<file path="config.mk">
export PLATFORM = sky130hd
export DESIGN_NAME = reload_tick_timer
export DESIGN_NICKNAME = d
export VERILOG_FILES = /design/src/rtl/rtt_pkg.sv /design/src/rtl/rtt_prescaler.sv /design/src/rtl/rtt_regbank.sv /design/src/rtl/rtt_counter.sv /design/src/rtl/reload_tick_timer.sv
export SDC_FILE = /design/constraint.sdc
export NUM_CORES = 1
export LEC_CHECK = 0
export ABC_AREA = 1
export BUFFER_PORTS_ARGS = -buffer_cell sky130_fd_sc_hd__buf_2
export CAP_MARGIN = 20
export CORE_MARGIN = 3
export CORE_UTILIZATION = 58
export DETAILED_ROUTE_END_ITERATION = 6
export GPL_TIMING_DRIVEN = 0
export PLACE_DENSITY_LB_ADDON = 0.15
export SETUP_SLACK_MARGIN = 0.5
export SYNTH_ARGS = -nofsm -noshare
export SYNTH_HDL_FRONTEND = slang
export SYNTH_HIERARCHICAL = 1
export SYNTH_SLANG_ARGS = --single-unit
</file>
<file path="constraint.sdc">
create_clock -name clk -period 2.5 [get_ports clk]
set_clock_uncertainty 0.15 [all_clocks]
set_input_delay 0.5 -clock clk [delete_from_list [all_inputs] [get_ports clk]]
set_output_delay 0.5 -clock clk [all_outputs]
set_load 0.05 [all_outputs]
</file>
<file path="src/rtl/rtt_pkg.sv">
package rtt_pkg;

   typedef enum logic [1:0] {
      RSEL_CTRL   = 2'd0,
      RSEL_PERIOD = 2'd1,
      RSEL_COUNT  = 2'd2,
      RSEL_NONE   = 2'd3
   } rtt_sel_e;

   localparam logic [7:0] OFS_CTRL   = 8'h00;
   localparam logic [7:0] OFS_PERIOD = 8'h08;
   localparam logic [7:0] OFS_COUNT  = 8'h0C;

   typedef struct packed {
      logic clr;    // soft reset of the whole block
      logic load;   // period written: load count now
      logic run;    // counter running
   } rtt_cmd_t;

   function automatic rtt_sel_e rtt_decode(input logic [7:0] ofs);
      rtt_sel_e s;
      case (ofs)
         OFS_CTRL:   s = RSEL_CTRL;
         OFS_PERIOD: s = RSEL_PERIOD;
         OFS_COUNT:  s = RSEL_COUNT;
         default:    s = RSEL_NONE;
      endcase
      return s;
   endfunction

endpackage

</file>
<file path="src/rtl/rtt_prescaler.sv">
module rtt_prescaler #(
   parameter int unsigned TICK_DIV = 50
) (
   input  logic clk,
   input  logic rst_n,
   input  logic clr,
   output logic tick
);
   localparam int unsigned PW = (TICK_DIV > 1) ? $clog2(TICK_DIV) : 1;
   localparam logic [PW-1:0] LAST = PW'(TICK_DIV - 1);

   if (TICK_DIV < 1) begin : g_bad_div
      $error("rtt_prescaler: TICK_DIV must be at least 1");
   end

   if (TICK_DIV == 1) begin : g_div1
      // Every clock is a tick; during a soft-reset cycle the tick is moot.
      assign tick = ~clr;
   end else begin : g_divn
      logic [PW-1:0] phase_q;

      always_ff @(posedge clk or negedge rst_n) begin
         if (!rst_n) begin
            phase_q <= '0;
         end else if (clr || phase_q == LAST) begin
            phase_q <= '0;
         end else begin
            phase_q <= phase_q + 1'b1;
         end
      end

      assign tick = (phase_q == LAST);

      assert_tick_spacing_R9: assert property (@(posedge clk) disable iff (!rst_n)
         tick |=> !tick)
         else $error("tick enable asserted on two consecutive clocks");

      assert_clr_phase_R9: assert property (@(posedge clk) disable iff (!rst_n)
         clr |=> !tick)
         else $error("tick right after divider restart");
   end

endmodule

</file>
<file path="src/rtl/rtt_regbank.sv">
module rtt_regbank
   import rtt_pkg::*;
#(
   parameter int unsigned CNT_W   = 16,
   parameter int unsigned RST_BIT = 0,
   parameter int unsigned EN_BIT  = 1
) (
   input  logic             clk,
   input  logic             rst_n,
   input  logic [7:0]       addr,
   input  logic [31:0]      wdata,
   input  logic             wr,
   input  logic             rd,
   input  logic [CNT_W-1:0] count,
   output logic [31:0]      rdata,
   output rtt_cmd_t         cmd,
   output logic [CNT_W-1:0] load_val,
   output logic [CNT_W-1:0] period
);
   rtt_sel_e         sel;
   logic [31:0]      ctrl_q;
   logic [CNT_W-1:0] period_q;
   logic             run_q;
   logic             wr_ctrl, wr_period, soft_rst;

   assign sel       = rtt_decode(addr);
   assign wr_ctrl   = wr && (sel == RSEL_CTRL);
   assign wr_period = wr && (sel == RSEL_PERIOD);
   assign soft_rst  = wr_ctrl && wdata[RST_BIT];

   always_ff @(posedge clk or negedge rst_n) begin
      if (!rst_n) begin
         ctrl_q   <= '0;
         period_q <= '0;
         run_q    <= 1'b0;
      end else if (soft_rst) begin
         ctrl_q   <= '0;
         period_q <= '0;
         run_q    <= 1'b0;
      end else begin
         if (wr_ctrl) begin
            ctrl_q <= wdata;
            if (wdata[EN_BIT]) run_q <= 1'b1;
         end
         if (wr_period) period_q <= wdata[CNT_W-1:0];
      end
   end

   assign cmd.clr  = soft_rst;
   assign cmd.load = wr_period;
   assign cmd.run  = run_q;
   assign load_val = wdata[CNT_W-1:0];
   assign period   = period_q;

   always_comb begin
      rdata = '0;
      if (rd) begin
         case (sel)
            RSEL_CTRL:   rdata = ctrl_q;
            RSEL_PERIOD: rdata = 32'(period_q);
            RSEL_COUNT:  rdata = 32'(count);
            default:     rdata = '0;
         endcase
      end
   end

   assert_soft_clear_R2: assert property (@(posedge clk) disable iff (!rst_n)
      soft_rst |=> (ctrl_q == '0) && (period_q == '0) && !run_q)
      else $error("soft reset left state behind");

   assert_ctrl_store_R3: assert property (@(posedge clk) disable iff (!rst_n)
      (wr_ctrl && !wdata[RST_BIT]) |=> ctrl_q == $past(wdata))
      else $error("control word not stored");

   assert_start_R4: assert property (@(posedge clk) disable iff (!rst_n)
      (wr_ctrl && !wdata[RST_BIT] && wdata[EN_BIT]) |=> run_q)
      else $error("start bit did not start counter");

   assert_run_sticky_R5: assert property (@(posedge clk) disable iff (!rst_n)
      (run_q && !soft_rst) |=> run_q)
      else $error("counter stopped without reset");

   assert_no_stray_write_R10: assert property (@(posedge clk) disable iff (!rst_n)
      !(wr && (sel == RSEL_CTRL || sel == RSEL_PERIOD)) |=> $stable(ctrl_q) && $stable(period_q))
      else $error("state changed without a mapped write");

endmodule

</file>
<file path="src/rtl/rtt_counter.sv">
module rtt_counter #(
   parameter int unsigned CNT_W = 16
) (
   input  logic             clk,
   input  logic             rst_n,
   input  logic             tick,
   input  logic             clr,
   input  logic             load,
   input  logic [CNT_W-1:0] load_val,
   input  logic             run,
   input  logic [CNT_W-1:0] period,
   output logic [CNT_W-1:0] count
);
   logic [CNT_W-1:0] cnt_q;
   logic             step;

   assign step = tick && run;

   always_ff @(posedge clk or negedge rst_n) begin
      if (!rst_n) begin
         cnt_q <= '0;
      end else if (clr) begin
         cnt_q <= '0;
      end else if (load) begin
         cnt_q <= load_val;
      end else if (step) begin
         cnt_q <= (cnt_q == '0) ? period : cnt_q - 1'b1;
      end
   end

   assign count = cnt_q;

   assert_step_down_R4: assert property (@(posedge clk) disable iff (!rst_n)
      (step && !clr && !load && cnt_q != '0) |=> cnt_q == $past(cnt_q) - 1'b1)
      else $error("count did not decrement on tick");

   assert_hold_R4: assert property (@(posedge clk) disable iff (!rst_n)
      (!step && !clr && !load) |=> $stable(cnt_q))
      else $error("count moved without tick");

   assert_refill_R7: assert property (@(posedge clk) disable iff (!rst_n)
      (step && !clr && !load && cnt_q == '0) |=> cnt_q == $past(period))
      else $error("count not refilled at zero");

   assert_load_R6: assert property (@(posedge clk) disable iff (!rst_n)
      (load && !clr) |=> cnt_q == $past(load_val))
      else $error("period write did not load count");

   assert_clear_R2: assert property (@(posedge clk) disable iff (!rst_n)
      clr |=> cnt_q == '0)
      else $error("soft reset did not clear count");

endmodule

</file>
<file path="src/rtl/reload_tick_timer.sv">
module reload_tick_timer
   import rtt_pkg::*;
#(
   parameter int unsigned TICK_DIV = 50,
   parameter int unsigned CNT_W    = 16,
   parameter int unsigned RST_BIT  = 0,
   parameter int unsigned EN_BIT   = 1
) (
   input  logic        clk,
   input  logic        rst_n,
   input  logic [7:0]  bus_addr,
   input  logic [31:0] bus_wdata,
   input  logic        bus_wr,
   input  logic        bus_rd,
   output logic [31:0] bus_rdata
);
   if (CNT_W < 1 || CNT_W > 32) begin : g_bad_width
      $error("reload_tick_timer: CNT_W must be 1..32");
   end
   if (RST_BIT > 31 || EN_BIT > 31 || RST_BIT == EN_BIT) begin : g_bad_bits
      $error("reload_tick_timer: control bit positions invalid");
   end

   rtt_cmd_t         cmd;
   logic             tick;
   logic [CNT_W-1:0] count, load_val, period;

   rtt_prescaler #(.TICK_DIV(TICK_DIV)) u_pre (
      .clk   (clk),
      .rst_n (rst_n),
      .clr   (cmd.clr),
      .tick  (tick)
   );

   rtt_regbank #(.CNT_W(CNT_W), .RST_BIT(RST_BIT), .EN_BIT(EN_BIT)) u_regs (
      .clk      (clk),
      .rst_n    (rst_n),
      .addr     (bus_addr),
      .wdata    (bus_wdata),
      .wr       (bus_wr),
      .rd       (bus_rd),
      .count    (count),
      .rdata    (bus_rdata),
      .cmd      (cmd),
      .load_val (load_val),
      .period   (period)
   );

   rtt_counter #(.CNT_W(CNT_W)) u_cnt (
      .clk      (clk),
      .rst_n    (rst_n),
      .tick     (tick),
      .clr      (cmd.clr),
      .load     (cmd.load),
      .load_val (load_val),
      .run      (cmd.run),
      .period   (period),
      .count    (count)
   );

   assert_idle_bus_R11: assert property (@(posedge clk) disable iff (!rst_n)
      !bus_rd |-> bus_rdata == '0)
      else $error("read data driven without read strobe");

   assert_count_upper_R8: assert property (@(posedge clk) disable iff (!rst_n)
      (bus_rd && bus_addr == OFS_COUNT) |-> bus_rdata[31:CNT_W-1] == 32'(count) >> (CNT_W-1))
      else $error("count read upper bits not zero");

endmodule

</file>
==> impl_results.md <==
- Setup violation total in the final timing report: 0
- Effective utilization at floorplan: 0.6117
- Core Region: 7888 sq um
- Drt wl/cell: 21.44 um
- Total power: 3.806 mW
- Number of nets with antenna violations after routing: 0
- Global-route wire length before repair: 26.82 mm
- Setup total negative slack: 0 ns
- Post-detailed-routing wire length: 19.81 mm
- Inst Count DP: 874
- Post-synth top cells: 219 x nand2_1, 131 x nand3_1, 76 x nor2_1, 74 x inv_1, 71 x dfrtp_1
- Worst-skew pair later-pin latency: 0.37 ns
- DRC errors left: 15
- Synthesized netlist cell count: ~700
- Top_reg_cell synth: dfrtp_1
- Proportion of power drawn by the clock network: 0.271
- TritonCTS clock tree: built
- Final worst-path cycle share: 0.9365
- Number of antenna violations at the first check in global routing: 0
- Clock buffers created by TritonCTS: 9
- FF-to-FF setup slack: 0.37 ns
- Number of optimization iterations in the first detailed-route pass: 7
- Classification of the worst setup path: in -> out
- Share of async-settable or async-resettable flops after synthesis: 1.000
- Nets: 865
- Slew of the pin with the lowest slew margin: 0.6612 ns
- Cell type with the largest total area after synthesis: dfrtp_1
- Number of placement rows: 32
- Post-DR vias/cell: 6.305
- Number of warning messages in the yosys log: 6
- Total leakage power: 3.599 nW
- Count of vias placed by the detailed router: 5826
- RSZ-0062 raised after global routing: true
- Max Fclk: 427.1 MHz
- Clock tree buffer depth: 2
- Crit start category: input pin
- Average size of a mapped cell: 6.922 sq um
- Minimum clock period: between 2 and 2.5 ns
- Normalized max-slew margin: 0.5592
- Fill cell total of the finished layout: 338
- Synth top area cells: dfrtp_1 37%, nand2_1 17%, nand3_1 14%, nor2_1 5.9%, inv_1 5.8%
- Worst IR drop on VDD: 0.5676 mV
- Die X: 97.21 um
- Dominant cell by count in the synthesized netlist: nand2_1
- Number of flip-flops and latches in the synthesized netlist: between 70 and 80
- Final hold viol count: 0
- Die ar.: 9449 sq um
- Failing checks: design-rule violations
- Crit path DAT: ~1.7 ns
- Number of global-route vias before repair: 5419
- Comb power frac: 0.298
- Part of the Yosys area used for sequential elements: 0.3683
- Power density cells: 546.3 nW/um^2
- Gr usage total: 0.3537
- Die Y: 97.21 um
- Cell-internal power: about 2.3 mW
- Slew Limit Fails: 0
- Sort of element at the end of the critical path: output pin
- Result of the run: finished with violations
- Iteration-0 DRC Markers: 1018
- Clock-pin transition on the worst setup and hold timing paths: 0.10 ns
- Crit Path Max Fanout: 7
- Htree depth: 3
- Switching share of total power: 0.3987
- HPWL reported at the end of detailed placement: 10.13 mm
- Share of the core filled with cells in the final layout: 0.8832
- Worst EP required: 1.85 ns
- Post-Syn Area: 4825 sq um
- Ports placed on the boundary: 76
- Max cap viols: 0
- Count of non-filler cells in the finished layout: between 900 and 1000
- Count of different cell masters after synthesis: 32
- Syn nets: ~750
- Fraction of post-synthesis cell area in the top cell type by area: 0.3683
- Register area: ~1800 sq um
- Fraction of final layout cells sized beyond drive strength 1: 0.4063
- Multi-input gate area in the final layout: ~2900 sq um
- IO Port Bufs: 74
- Number of clock sinks seen by CTS: 71
- Number of antenna cells inserted: 0
- Switching power summed over all nets: 1.518 mW
- Sequential cell fraction of total power: 0.431
- Number of enable flip-flop cells after synthesis: 0
- Global route overflow: 0
- Tightest Hold Check Type: in -> reg
- Growth of design area from synthesis to finish: 44.40%
- Final GP Congestion: between 0.9 and 1
- Root Buffer Master: clkbuf_8
- Largest net degree at the start of global routing: 71
-- area by class of cell --
type                       count  share of cell area
clock inverter                 6             0.01060
inverter                      76             0.05136
buffer                        52             0.06555
clock buffer                  10             0.01976
sequential                    71              0.2550
multi-input combinational    498              0.4233
tap                          102             0.01832
timing repair buffer         109              0.1561
-- worst paths after layout --
path / startpoint / cells past startpoint / endpoint
setup / recovery: bus_addr[4] / 11 / bus_rdata[5]
hold / removal: bus_wdata[28] / 3 / u_regs/ctrl_q[28]
setup reg to reg: u_pre/g_divn.phase_q[1] / 14 / u_cnt/count[0]
hold reg to reg: u_regs/ctrl_q[2] / 2 / u_regs/ctrl_q[2]
max in group asynchronous: rst_n / 3 / u_cnt/count[12]
min in group asynchronous: rst_n / 2 / u_regs/ctrl_q[27]
-- layout by cell type, fill, tap and decap left out, drive strengths merged --
cell type and n:
nor2 90, a21oi 1, dlygate4sd3 1, nand2 227, nand3 145, o21ai 19
o21bai 5, nand3b 1, or2 1, clkinvlp 16, xor2 2, xnor2 1
clkinv 3, nor3 1, ha 4, clkbuf 18, bufinv 1, nand4 1
dfrtp 71, buf 152, inv 62
-- sequential cells by signal (all words and copies together), names as in the netlist --
register,flops
u_regs/ctrl_q,32
u_cnt/count,16
u_regs/period,16
u_pre/g_divn.phase_q,6
u_regs/run_q,1
-- power groups by stage --
stage                     Sequential [mW]  Combinational [mW]  Clock, mW
after CTS                            1.61               0.989       1.01
after detailed placement             1.63               0.888          0
after floorplan                      1.54               0.674          0
after global routing                 1.66                1.23       1.09
final                                1.64                1.13       1.03
after global placement               1.62               0.833          0
-- metal layers --
layer	vias up	GRT usage	wire [um]
met5	-	0	0
met4	0	0.1922	1658
met3	182	0.06533	2195
met2	573	0.5801	9415
met1	2664	0.4413	6545
li1	2407	-	-
-- through the flow --
stage          instance area [sq um]  setup WS, ns  hold WS [ns]
2_1_floorplan                   5051        0.1675       0.05441
3_3_place_gp                    5549       -0.2092        0.3150
3_5_place_dp                    5579       -0.2415        0.1505
4_1_cts                         6679        0.2039        0.2318
5_1_grt                         6967        0.1062        0.2085
6_report                        6967        0.1588        0.2279
-- critical path, stage by stage --
cell	delay [ns]
buf_6	0.10
nor2_4	0.12
nand2_4	0.09
nor2_4	0.12
buf_12	0.16
buf_6	0.12
nand2_1	0.10
nand3_2	0.09
nand2_2	0.06
clkinvlp_4	0.09
buf_8	0.13
-- cell families (layout without fill, tap and decap cells) --
| family | Yosys count | count (layout) | share of synthesized area |
|---|---|---|---|
| flops | 71 | 71 | 0.3683 |
| buf+inv | 128 | 253 | 0.1343 |
| fa+ha+maj | 4 | 4 | 0.01037 |
| xor+xnor | 3 | 3 | 0.005447 |
| compound gates | 25 | 25 | 0.03631 |
| simple gates | 466 | 466 | 0.4453 |
-- timing repair --
item	CTS	global route
hold endpoints to repair	1	0
hold buffers	1	0
gates cloned	3	1
gates resized for setup	182	73
pin swaps	21	17
setup buffers	25	4
endpoints found under the setup margin	48	48
(Power assumes the default switching activity.)
